===== config.mk =====
export PLATFORM = sky130hd
export DESIGN_NAME = scsi_cmd_decoder
export DESIGN_NICKNAME = d
export VERILOG_FILES = /design/src/rtl/scsi_cmd_dec_pkg.sv /design/src/rtl/scsi_cmd_ctl.sv /design/src/rtl/scsi_cmd_dp.sv /design/src/rtl/scsi_cmd_decoder.sv
export SDC_FILE = /design/constraint.sdc
export NUM_CORES = 1
export LEC_CHECK = 0
export ABC_AREA = 1
export BUFFER_PORTS_ARGS = -buffer_cell sky130_fd_sc_hd__buf_2
export CORE_MARGIN = 4
export CORE_UTILIZATION = 45
export CTS_BUF_LIST = sky130_fd_sc_hd__clkbuf_16
export DETAILED_ROUTE_END_ITERATION = 8
export PLACE_DENSITY = 0.77
export SLEW_MARGIN = 20
export SYNTH_ARGS = -nofsm -noshare
export SYNTH_HDL_FRONTEND = slang
export SYNTH_SLANG_ARGS = --single-unit
export TNS_END_PERCENT = 30

===== constraint.sdc =====
create_clock -name clk -period 2.33 [get_ports clk]
set_input_delay 0.1165 -clock clk [delete_from_list [all_inputs] [get_ports clk]]
set_output_delay 0.1165 -clock clk [all_outputs]
set_load 0.01 [all_outputs]

===== src/rtl/scsi_cmd_dec_pkg.sv =====
package scsi_cmd_dec_pkg;
  localparam int REG_W = 8;
  localparam int OP_W  = REG_W - 1;
  localparam int STS_W = REG_W - 1;

  localparam logic [OP_W-1:0] OP_NOP     = 7'h00;
  localparam logic [OP_W-1:0] OP_FLUSH   = 7'h01;
  localparam logic [OP_W-1:0] OP_CHIPRST = 7'h02;
  localparam logic [OP_W-1:0] OP_BUSRST  = 7'h03;
  localparam logic [OP_W-1:0] OP_XFER    = 7'h10;
  localparam logic [OP_W-1:0] OP_CMPLSEQ = 7'h11;
  localparam logic [OP_W-1:0] OP_MSGOK   = 7'h12;
  localparam logic [OP_W-1:0] OP_ATN     = 7'h1A;
  localparam logic [OP_W-1:0] OP_SEL     = 7'h42;
  localparam logic [OP_W-1:0] OP_SELSTOP = 7'h43;
  localparam logic [OP_W-1:0] OP_ENSEL   = 7'h44;

  localparam logic [REG_W-1:0] RSN_FUNC_DONE = 8'h08;
  localparam logic [REG_W-1:0] RSN_SVC_DONE  = 8'h18;
  localparam logic [REG_W-1:0] RSN_DISCON    = 8'h20;
  localparam logic [REG_W-1:0] RSN_BUSRST    = 8'h80;
  localparam logic [REG_W-1:0] STEP_CMD_DONE = 8'h04;
  localparam logic [STS_W-1:0] STS_TC_CMD    = 7'h12;
  localparam logic [STS_W-1:0] STS_PHASE_MI  = 7'h07;

  typedef struct packed {
    logic             ldReason;
    logic [REG_W-1:0] reasonVal;
    logic             ldSeq;
    logic [REG_W-1:0] seqVal;
    logic             ldStatus;
    logic [STS_W-1:0] statusVal;
    logic             orStatus;
    logic [STS_W-1:0] orVal;
    logic             raiseIrq;
    logic             chipRst;
    logic             xferGo;
    logic             fifoClr;
    logic             awaitSet;
    logic             awaitClr;
    logic             badOp;
  } decStrobes_t;
endpackage


===== src/rtl/scsi_cmd_ctl.sv =====
module scsi_cmd_ctl
  import scsi_cmd_dec_pkg::*;
#(
  parameter int ID_W = 3,
  localparam int N_TGT = 1 << ID_W
) (
  input  logic              cmdWr,
  input  logic [OP_W-1:0]   opField,
  input  logic [ID_W-1:0]   busId,
  input  logic [N_TGT-1:0]  targetPresent,
  input  logic              cfgBusRstQuiet,
  output decStrobes_t       strb
);
  logic targetHere;
  assign targetHere = targetPresent[busId];

  always_comb begin
    strb = '0;
    if (cmdWr) begin
      case (opField)
        OP_NOP, OP_ATN: ;
        OP_FLUSH: begin
          strb.ldReason  = 1'b1;
          strb.reasonVal = RSN_FUNC_DONE;
          strb.ldSeq     = 1'b1;
          strb.seqVal    = '0;
          strb.fifoClr   = 1'b1;
        end
        OP_CHIPRST: strb.chipRst = 1'b1;
        OP_BUSRST: begin
          strb.ldReason  = 1'b1;
          strb.reasonVal = RSN_BUSRST;
          strb.raiseIrq  = !cfgBusRstQuiet;
        end
        OP_XFER: begin
          strb.xferGo   = 1'b1;
          strb.awaitClr = 1'b1;
        end
        OP_CMPLSEQ: begin
          strb.ldReason  = 1'b1;
          strb.reasonVal = RSN_FUNC_DONE;
          strb.orStatus  = 1'b1;
          strb.orVal     = STS_PHASE_MI;
          strb.raiseIrq  = 1'b1;
        end
        OP_MSGOK: begin
          strb.ldReason  = 1'b1;
          strb.reasonVal = RSN_DISCON;
          strb.ldSeq     = 1'b1;
          strb.seqVal    = '0;
          strb.raiseIrq  = 1'b1;
        end
        OP_SEL, OP_SELSTOP: begin
          strb.ldReason = 1'b1;
          strb.ldSeq    = 1'b1;
          strb.raiseIrq = 1'b1;
          if (!targetHere) begin
            strb.reasonVal = RSN_DISCON;
            strb.seqVal    = '0;
            strb.ldStatus  = 1'b1;
            strb.statusVal = '0;
          end else begin
            strb.reasonVal = RSN_SVC_DONE;
            strb.seqVal    = STEP_CMD_DONE;
            if (opField == OP_SELSTOP) begin
              strb.ldStatus  = 1'b1;
              strb.statusVal = STS_TC_CMD;
              strb.awaitSet  = 1'b1;
            end
          end
        end
        OP_ENSEL: begin
          strb.ldReason  = 1'b1;
          strb.reasonVal = '0;
        end
        default: strb.badOp = 1'b1;
      endcase
    end
  end
endmodule


===== src/rtl/scsi_cmd_dp.sv =====
module scsi_cmd_dp
  import scsi_cmd_dec_pkg::*;
(
  input  logic             clk,
  input  logic             rstN,
  input  logic             cmdWr,
  input  logic [REG_W-1:0] cmdByte,
  input  logic             irqAck,
  input  decStrobes_t      strb,
  output logic [REG_W-1:0] status,
  output logic [REG_W-1:0] intReason,
  output logic [REG_W-1:0] seqStep,
  output logic             irq,
  output logic             dmaMode,
  output logic             tcReload,
  output logic             xferStart,
  output logic             chipRstPulse,
  output logic             fifoFlagsClr,
  output logic             badCmd,
  output logic             awaitCmdBytes,
  output logic [REG_W-1:0] cmdImage
);
  logic [STS_W-1:0] stsLow;
  assign status = {irq, stsLow};

  always_ff @(posedge clk or negedge rstN) begin
    if (!rstN) begin
      stsLow        <= '0;
      intReason     <= '0;
      seqStep       <= '0;
      irq           <= 1'b0;
      dmaMode       <= 1'b0;
      tcReload      <= 1'b0;
      xferStart     <= 1'b0;
      chipRstPulse  <= 1'b0;
      fifoFlagsClr  <= 1'b0;
      badCmd        <= 1'b0;
      awaitCmdBytes <= 1'b0;
      cmdImage      <= '0;
    end else begin
      tcReload     <= cmdWr & cmdByte[REG_W-1];
      xferStart    <= strb.xferGo;
      chipRstPulse <= strb.chipRst;
      fifoFlagsClr <= strb.fifoClr;
      badCmd       <= strb.badOp;
      if (cmdWr) begin
        dmaMode  <= cmdByte[REG_W-1];
        cmdImage <= cmdByte;
      end
      if (irqAck)        irq <= 1'b0;
      if (strb.raiseIrq) irq <= 1'b1;
      if (strb.ldReason) intReason <= strb.reasonVal;
      if (strb.ldSeq)    seqStep <= strb.seqVal;
      if (strb.ldStatus) stsLow <= strb.statusVal;
      if (strb.orStatus) stsLow <= stsLow | strb.orVal;
      if (strb.awaitSet) awaitCmdBytes <= 1'b1;
      if (strb.awaitClr) awaitCmdBytes <= 1'b0;
      if (strb.chipRst) begin
        stsLow        <= '0;
        intReason     <= '0;
        seqStep       <= '0;
        irq           <= 1'b0;
        dmaMode       <= 1'b0;
        awaitCmdBytes <= 1'b0;
        cmdImage      <= '0;
      end
    end
  end

  p_dma_bit_r1: assert property (@(posedge clk) disable iff (!rstN)
    cmdWr && !strb.chipRst |=> dmaMode == $past(cmdByte[REG_W-1]));
  p_reload_dma_r1: assert property (@(posedge clk) disable iff (!rstN)
    tcReload |-> dmaMode || chipRstPulse);
  p_chip_clear_r3: assert property (@(posedge clk) disable iff (!rstN)
    chipRstPulse |-> !irq && intReason == '0 && seqStep == '0 && !dmaMode && cmdImage == '0);
  p_bad_quiet_r11: assert property (@(posedge clk) disable iff (!rstN)
    badCmd |-> $stable(intReason) && $stable(seqStep) && $stable(stsLow));
  p_irq_cause_r12: assert property (@(posedge clk) disable iff (!rstN)
    $rose(irq) |-> $past(cmdWr));
  p_pulse_excl_r8: assert property (@(posedge clk) disable iff (!rstN)
    $onehot0({xferStart, chipRstPulse, fifoFlagsClr, badCmd}));
endmodule


===== src/rtl/scsi_cmd_decoder.sv =====
module scsi_cmd_decoder
  import scsi_cmd_dec_pkg::*;
#(
  parameter int ID_W = 3,
  localparam int N_TGT = 1 << ID_W
) (
  input  logic             clk,
  input  logic             rstN,
  input  logic             cmdWr,
  input  logic [REG_W-1:0] cmdByte,
  input  logic [ID_W-1:0]  busId,
  input  logic [N_TGT-1:0] targetPresent,
  input  logic             cfgBusRstQuiet,
  input  logic             irqAck,
  output logic [REG_W-1:0] status,
  output logic [REG_W-1:0] intReason,
  output logic [REG_W-1:0] seqStep,
  output logic             irq,
  output logic             dmaMode,
  output logic             tcReload,
  output logic             xferStart,
  output logic             chipRstPulse,
  output logic             fifoFlagsClr,
  output logic             badCmd,
  output logic             awaitCmdBytes,
  output logic [REG_W-1:0] cmdImage
);
  decStrobes_t strb;

  scsi_cmd_ctl #(.ID_W(ID_W)) u_ctl (
    .cmdWr(cmdWr), .opField(cmdByte[OP_W-1:0]), .busId(busId),
    .targetPresent(targetPresent), .cfgBusRstQuiet(cfgBusRstQuiet), .strb(strb)
  );

  scsi_cmd_dp u_dp (
    .clk(clk), .rstN(rstN), .cmdWr(cmdWr), .cmdByte(cmdByte), .irqAck(irqAck),
    .strb(strb), .status(status), .intReason(intReason), .seqStep(seqStep),
    .irq(irq), .dmaMode(dmaMode), .tcReload(tcReload), .xferStart(xferStart),
    .chipRstPulse(chipRstPulse), .fifoFlagsClr(fifoFlagsClr), .badCmd(badCmd),
    .awaitCmdBytes(awaitCmdBytes), .cmdImage(cmdImage)
  );
endmodule


# Word level (Yosys, flattened, before mapping)
# Cells that the tools add are included.
# classes
magnitude_cmp	1
n_reduce_logical	13
bitwise	2
mux	35
n_eq_ne	10
# op_table
op	count
two-way mux 8 bit	9
case mux 9 bit (5 select lines)	1
two-way mux 41 bit	1
== test 7 x 5 -> 1 bit (second input constant)	4
== test 7 bit (second input constant)	3
two-way mux 7 bit	3
case mux 9 bit (2 select lines)	1
two-way mux 1 bit	16
== test 7 x 2 -> 1 bit (second input constant)	2
two-way mux 11 bit	1
OR reduction 11 bit	1
nonzero test 3 bit	3
== test 7 x 1 -> 1 bit (second input constant)	1
logical NOT 7 bit	1
bitwise OR 7 bit	1
two-way mux 6 bit	1
nonzero test 2 bit	3
OR reduction 2 bit	3
less-than comparator 3 x 4 -> 1 bit (second input constant)	1
OR reduction 4 bit	1
binary-select mux 1 bit (select 3 bit)	1
case mux 1 bit (2 select lines)	1
AND 1 bit	1
logical NOT 1 bit	1
# word_totals
out_inout_bits	40
in_bits	24
regBits	39
elab_cells	73

# Longest topological paths before layout
# logic_depth
ltp_word	8
depth_mapped	11
mapped_depth_nobuf	11

# Modules after synthesis
# Synthesis repeated with hierarchy kept, for this count alone.
# hier_totals
cells_unflattened	299
hier_area_um2	2401.1
# by_module_without_submodules
mod	area_per_inst_um2	n_inst	cells_each	seq_area_each_um2
scsi_cmd_dp	1788.0	1	185	950.9
scsi_cmd_ctl	613.1	1	114	0.0

# Least setup slack after synthesis
# Ideal clock, no wire load.
# synth_timing
path_kind	in2reg
startpoint	in cmdByte[4]
endpoint	reg u_dp.stsLow[4]
arrival_ns	0.919
path_stages	10
setup_ns	0.118
n_path_buf	0
required_time_ns	2.212
path_slack_ns	1.293
cell_sequence	inv_1 -> nand3_1 -> nor2_4 -> inv_2 -> nor2_4 -> nand2_2 -> nand2_2 -> nand2_1 -> nand2_1 -> nand2_1
# synth_via
elab_chain_len	8
elab_cells_between_ends	15
classes_between	4 x eq/ne; 9 x mux; 2 x reduce/logical
# synth_lines
item	line_no	rtl
from (decl)	scsi_cmd_decoder.sv:10	input logic [REG_W-1:0] cmdByte,
== test 7 bit	scsi_cmd_ctl.sv:20, scsi_cmd_ctl.sv:65	
two-way mux 8 bit	scsi_cmd_ctl.sv:65	if (opField == OP_SELSTOP) begin
two-way mux 11 bit	scsi_cmd_ctl.sv:57	if (!targetHere) begin
two-way mux 8 bit	scsi_cmd_ctl.sv:20	case (opField)
two-way mux 41 bit (*)	scsi_cmd_ctl.sv:19	if (cmdWr) begin
two-way mux 7 bit	scsi_cmd_dp.sv:54	if (strb.ldStatus) stsLow <= strb.statusVal;
two-way mux 7 bit	scsi_cmd_dp.sv:55	if (strb.orStatus) stsLow <= stsLow | strb.orVal;
two-way mux 7 bit	scsi_cmd_dp.sv:58	if (strb.chipRst) begin
to (signal assigned)	scsi_cmd_dp.sv:54	
to (signal assigned)	scsi_cmd_dp.sv:55	
to (decl)	scsi_cmd_dp.sv:23	logic [STS_W-1:0] stsLow;
# Mark *: on every way between the ends. The rest lies on a longest branch, timed or not. The select of a mux whose other input is x is not followed.
# A chain may end at the register's enable or synchronous reset.

# Worst setup path in the final report
# Same ends and word-level chain as after synthesis.

==> results.yml <==
run_status:
  status: "complete, no violations"
timing:
  rsz0062_at_grt: "false"
  tightest_slew_ns: 0.5360
  min_period_over_period_pct: 45.07
  setup-tns-final_ns: 0
  holdWs_ns: 0.07052
  fin_ws_ns: 1.280
  period_needed_ns: 1.050
  hold_viol: 0
  fmax_mhz: 952.3
  fin_worst_skew_ns: 0
  final-setup-viol-count: 0
  slew_violations: 0
  max_slew_margin_pct: 64.27
synth:
  netlist_instances: 174
  ys_ff_latch: 24
  synthArstFlopShare_pct: 100.0
  yosysSeqAreaShare_pct: 43.48
  syn_area_per_cell_um2: 7.939
  yosysTopAreaCellShare_pct: 43.48
  yosysTopAreaCell: "dfrtp_1"
  yosysUniqueCellTypes: 24
  ys.flop_type: "dfrtp_1"
  ys_warn_count: 0
  syn-cell-area_um2: 1381
  synthTopCellsByArea: "dfrtp_1, nand2_1, buf_4"
  synth_edf_count: 0
drt:
  via_per_inst: 4.780
  drc: 0
  avgRoutedWirePerCell_um: 11.79
  antenna_left: 0
  drtIter0Drc: 30
  drt-total-wl_um: 2994
  num_vias: 1214
  firstDrtPassIters: 4
floorplan:
  die_width_um: 63.41
  num_rows: 19
  die_area_um2: 4020
  die_h_um: 63.41
  ios: 64
  start_util_pct: 48.42
  core_region_area_um2: 2853
placement:
  io_buffers: 49
  dp_hpwl_um: 2405
  finalWeightedCongestion: 0.8781
  dp_slack_ns: 1.009
power:
  p_seq_share_pct: 41.1
  ir_drop_v: 0.0004312
  combPwrFrac_pct: 17.3
  clkPwrFrac_pct: 41.6
  powerDensity_nw_per_um2: 685.8
  total_power_mw: 1.162
  p_leak_nw: 1.017
  internal-power_mw: 0.8746
  p_switching_mw: 0.2873
  netSwitchingFraction_pct: 24.73
final_layout:
  finalNetCount: 248
  n_antenna_cell: 0
  syn_to_final_growth_pct: 22.64
  layout_common_cells: "buf_2, nand2_1, dfrtp_1"
  drive_gt1_share_pct: 32.74
  final_common_cell: "buf_2"
  final_core_util_pct: 59.39
clock_tree:
  htreeDepth: 1
  path_clk_slew_ns: 0.06
  ctsResizeCount: 0
  cts_sinks: 24
  clk_path_buf_depth: 2
  cts-buffers-inserted: 3
  cts_tree: "built"
  clock_latency_ns: 0.25
  cts-root-buf: "clkbuf_16"
worst_setup_path:
  timing.critical_path.buf_inv: 3
  arrival_ns: 1.20
  crit_fanout: 4
  cpMostUsedCell: "nand2_1"
  ff2ff_setup_slack_ns: 1.52
  reg2reg_from: "u_dp.irq"
  crit_chain: "buf_2, inv_1, nand3_1, nor2_4, inv_2, nor2_4, nand2_2, nand2_2, nand2_1, nand2_1, nand2_1"
  reg2reg_to: "u_dp.irq"
  reg2regPathDepth: 5
  critPathMaxStageDelay_ns: 0.20
  worstSetupPathType: "in2reg"
  start_kind: "input port"
  path_delay_family: "simple AND/OR/NAND/NOR gates"
  startpoint: "cmdByte[4]"
  slowest_stage: "nand3_1"
  cp_num_cells: 11
  endpoint: "u_dp.stsLow[4]"
  cp-end-kind: "register"
  required_ns: 2.48
global_route:
  overflow: 0
  antenna_found_initial: 0
  grt_usage_pct: 15.83
  grt_pass1_vias: 1181
  grt_max_degree: 25
  grt_pass1_wl_um: 5237
worst_hold_path:
  hold_depth: 3
  hold_path.class: "in2reg"
flow_run:
  drv_cap: 0
==> cell usage after synthesis (4+ instances only) <==
cell type	n
buf_4	16
dfrtp_1	24
inv_1	21
inv_2	4
nand2_1	42
nand2_2	6
nand3_1	21
nand4_1	5
nor2_1	9
nor2_4	6
o21ai_0	7
==> sequential cells by signal (all words and copies together), names as in the netlist <==
name	flops
u_dp.badCmd	1
u_dp.stsLow	4
u_dp.fifoFlagsClr	1
u_dp.tcReload	1
u_dp.cmdImage	7
u_dp.chipRstPulse	1
u_dp.xferStart	1
u_dp.awaitCmdBytes	1
u_dp.irq	1
u_dp.seqStep	1
u_dp.dmaMode	1
u_dp.intReason	4
==> repair_timing <==
item	in CTS	in global routing
hold buffers	1	0
endpoints found under the hold margin	24	0
setup buffers	0	0
==> per-stage QoR <==
stage / instance area, µm² / instances
5_1_grt: 1694 / 254
3_3_place_gp: 1579 / 249
6_report: 1694 / 254
2_1_floorplan: 1430 / 187
3_5_place_dp: 1579 / 249
4_1_cts: 1694 / 254
==> worst min-delay path by stage <==
stage / startpoint / end
after detailed placement: rstN / u_dp.stsLow[2]
after floorplan: rstN / u_dp.awaitCmdBytes
after global placement: rstN / u_dp.stsLow[2]
final: cmdByte[7] / u_dp.tcReload
after global routing: cmdByte[7] / u_dp.tcReload
after CTS: cmdByte[7] / u_dp.tcReload
==> kinds of logic (layout without fill, tap and decap cells) <==
group | after synthesis | in the layout | synth area share [%]
simple gates | 95 | 95 | 34.96
flops | 24 | 24 | 43.48
other cells | 1 | 14 | 0.2715
compound gates | 11 | 11 | 4.711
buf+inv | 43 | 79 | 16.58
==> power by group through the flow <==
stage	sequential (mW)	clock, mW	combinational, mW
global route	0.483	0.514	0.227
global placement	0.485	0	0.197
CTS	0.479	0.490	0.203
finish	0.478	0.483	0.201
floorplan	0.506	0	0.107
detailed placement	0.486	0	0.201
==> routing by layer <==
layer | vias to the layer above | track usage (%) | wire [µm]
met5 | - | 0 | 0
met4 | 0 | 4.852 | 36
met3 | 5 | 3.020 | 204
met2 | 45 | 24.77 | 1364
met1 | 546 | 22.06 | 1388
li1 | 618 | - | -
==> cell type report <==
| cell class | count | area (µm²) |
|---|---|---|
| multi-input combinational | 120 | 600.6 |
| clock inverter | 1 | 30.03 |
| sequential | 24 | 600.6 |
| fill | 272 | 1159 |
| timing repair buffer | 50 | 255.2 |
| clock buffer | 3 | 75.07 |
| tap | 31 | 38.79 |
| inverter | 25 | 93.84 |
==> tightest hold or removal path, delay by kind of cell <==
family | cells | cell delay [ns]
buf+inv | 2 | 0.12
simple gates | 1 | 0.06
Power figures use the tool's default switching activity.
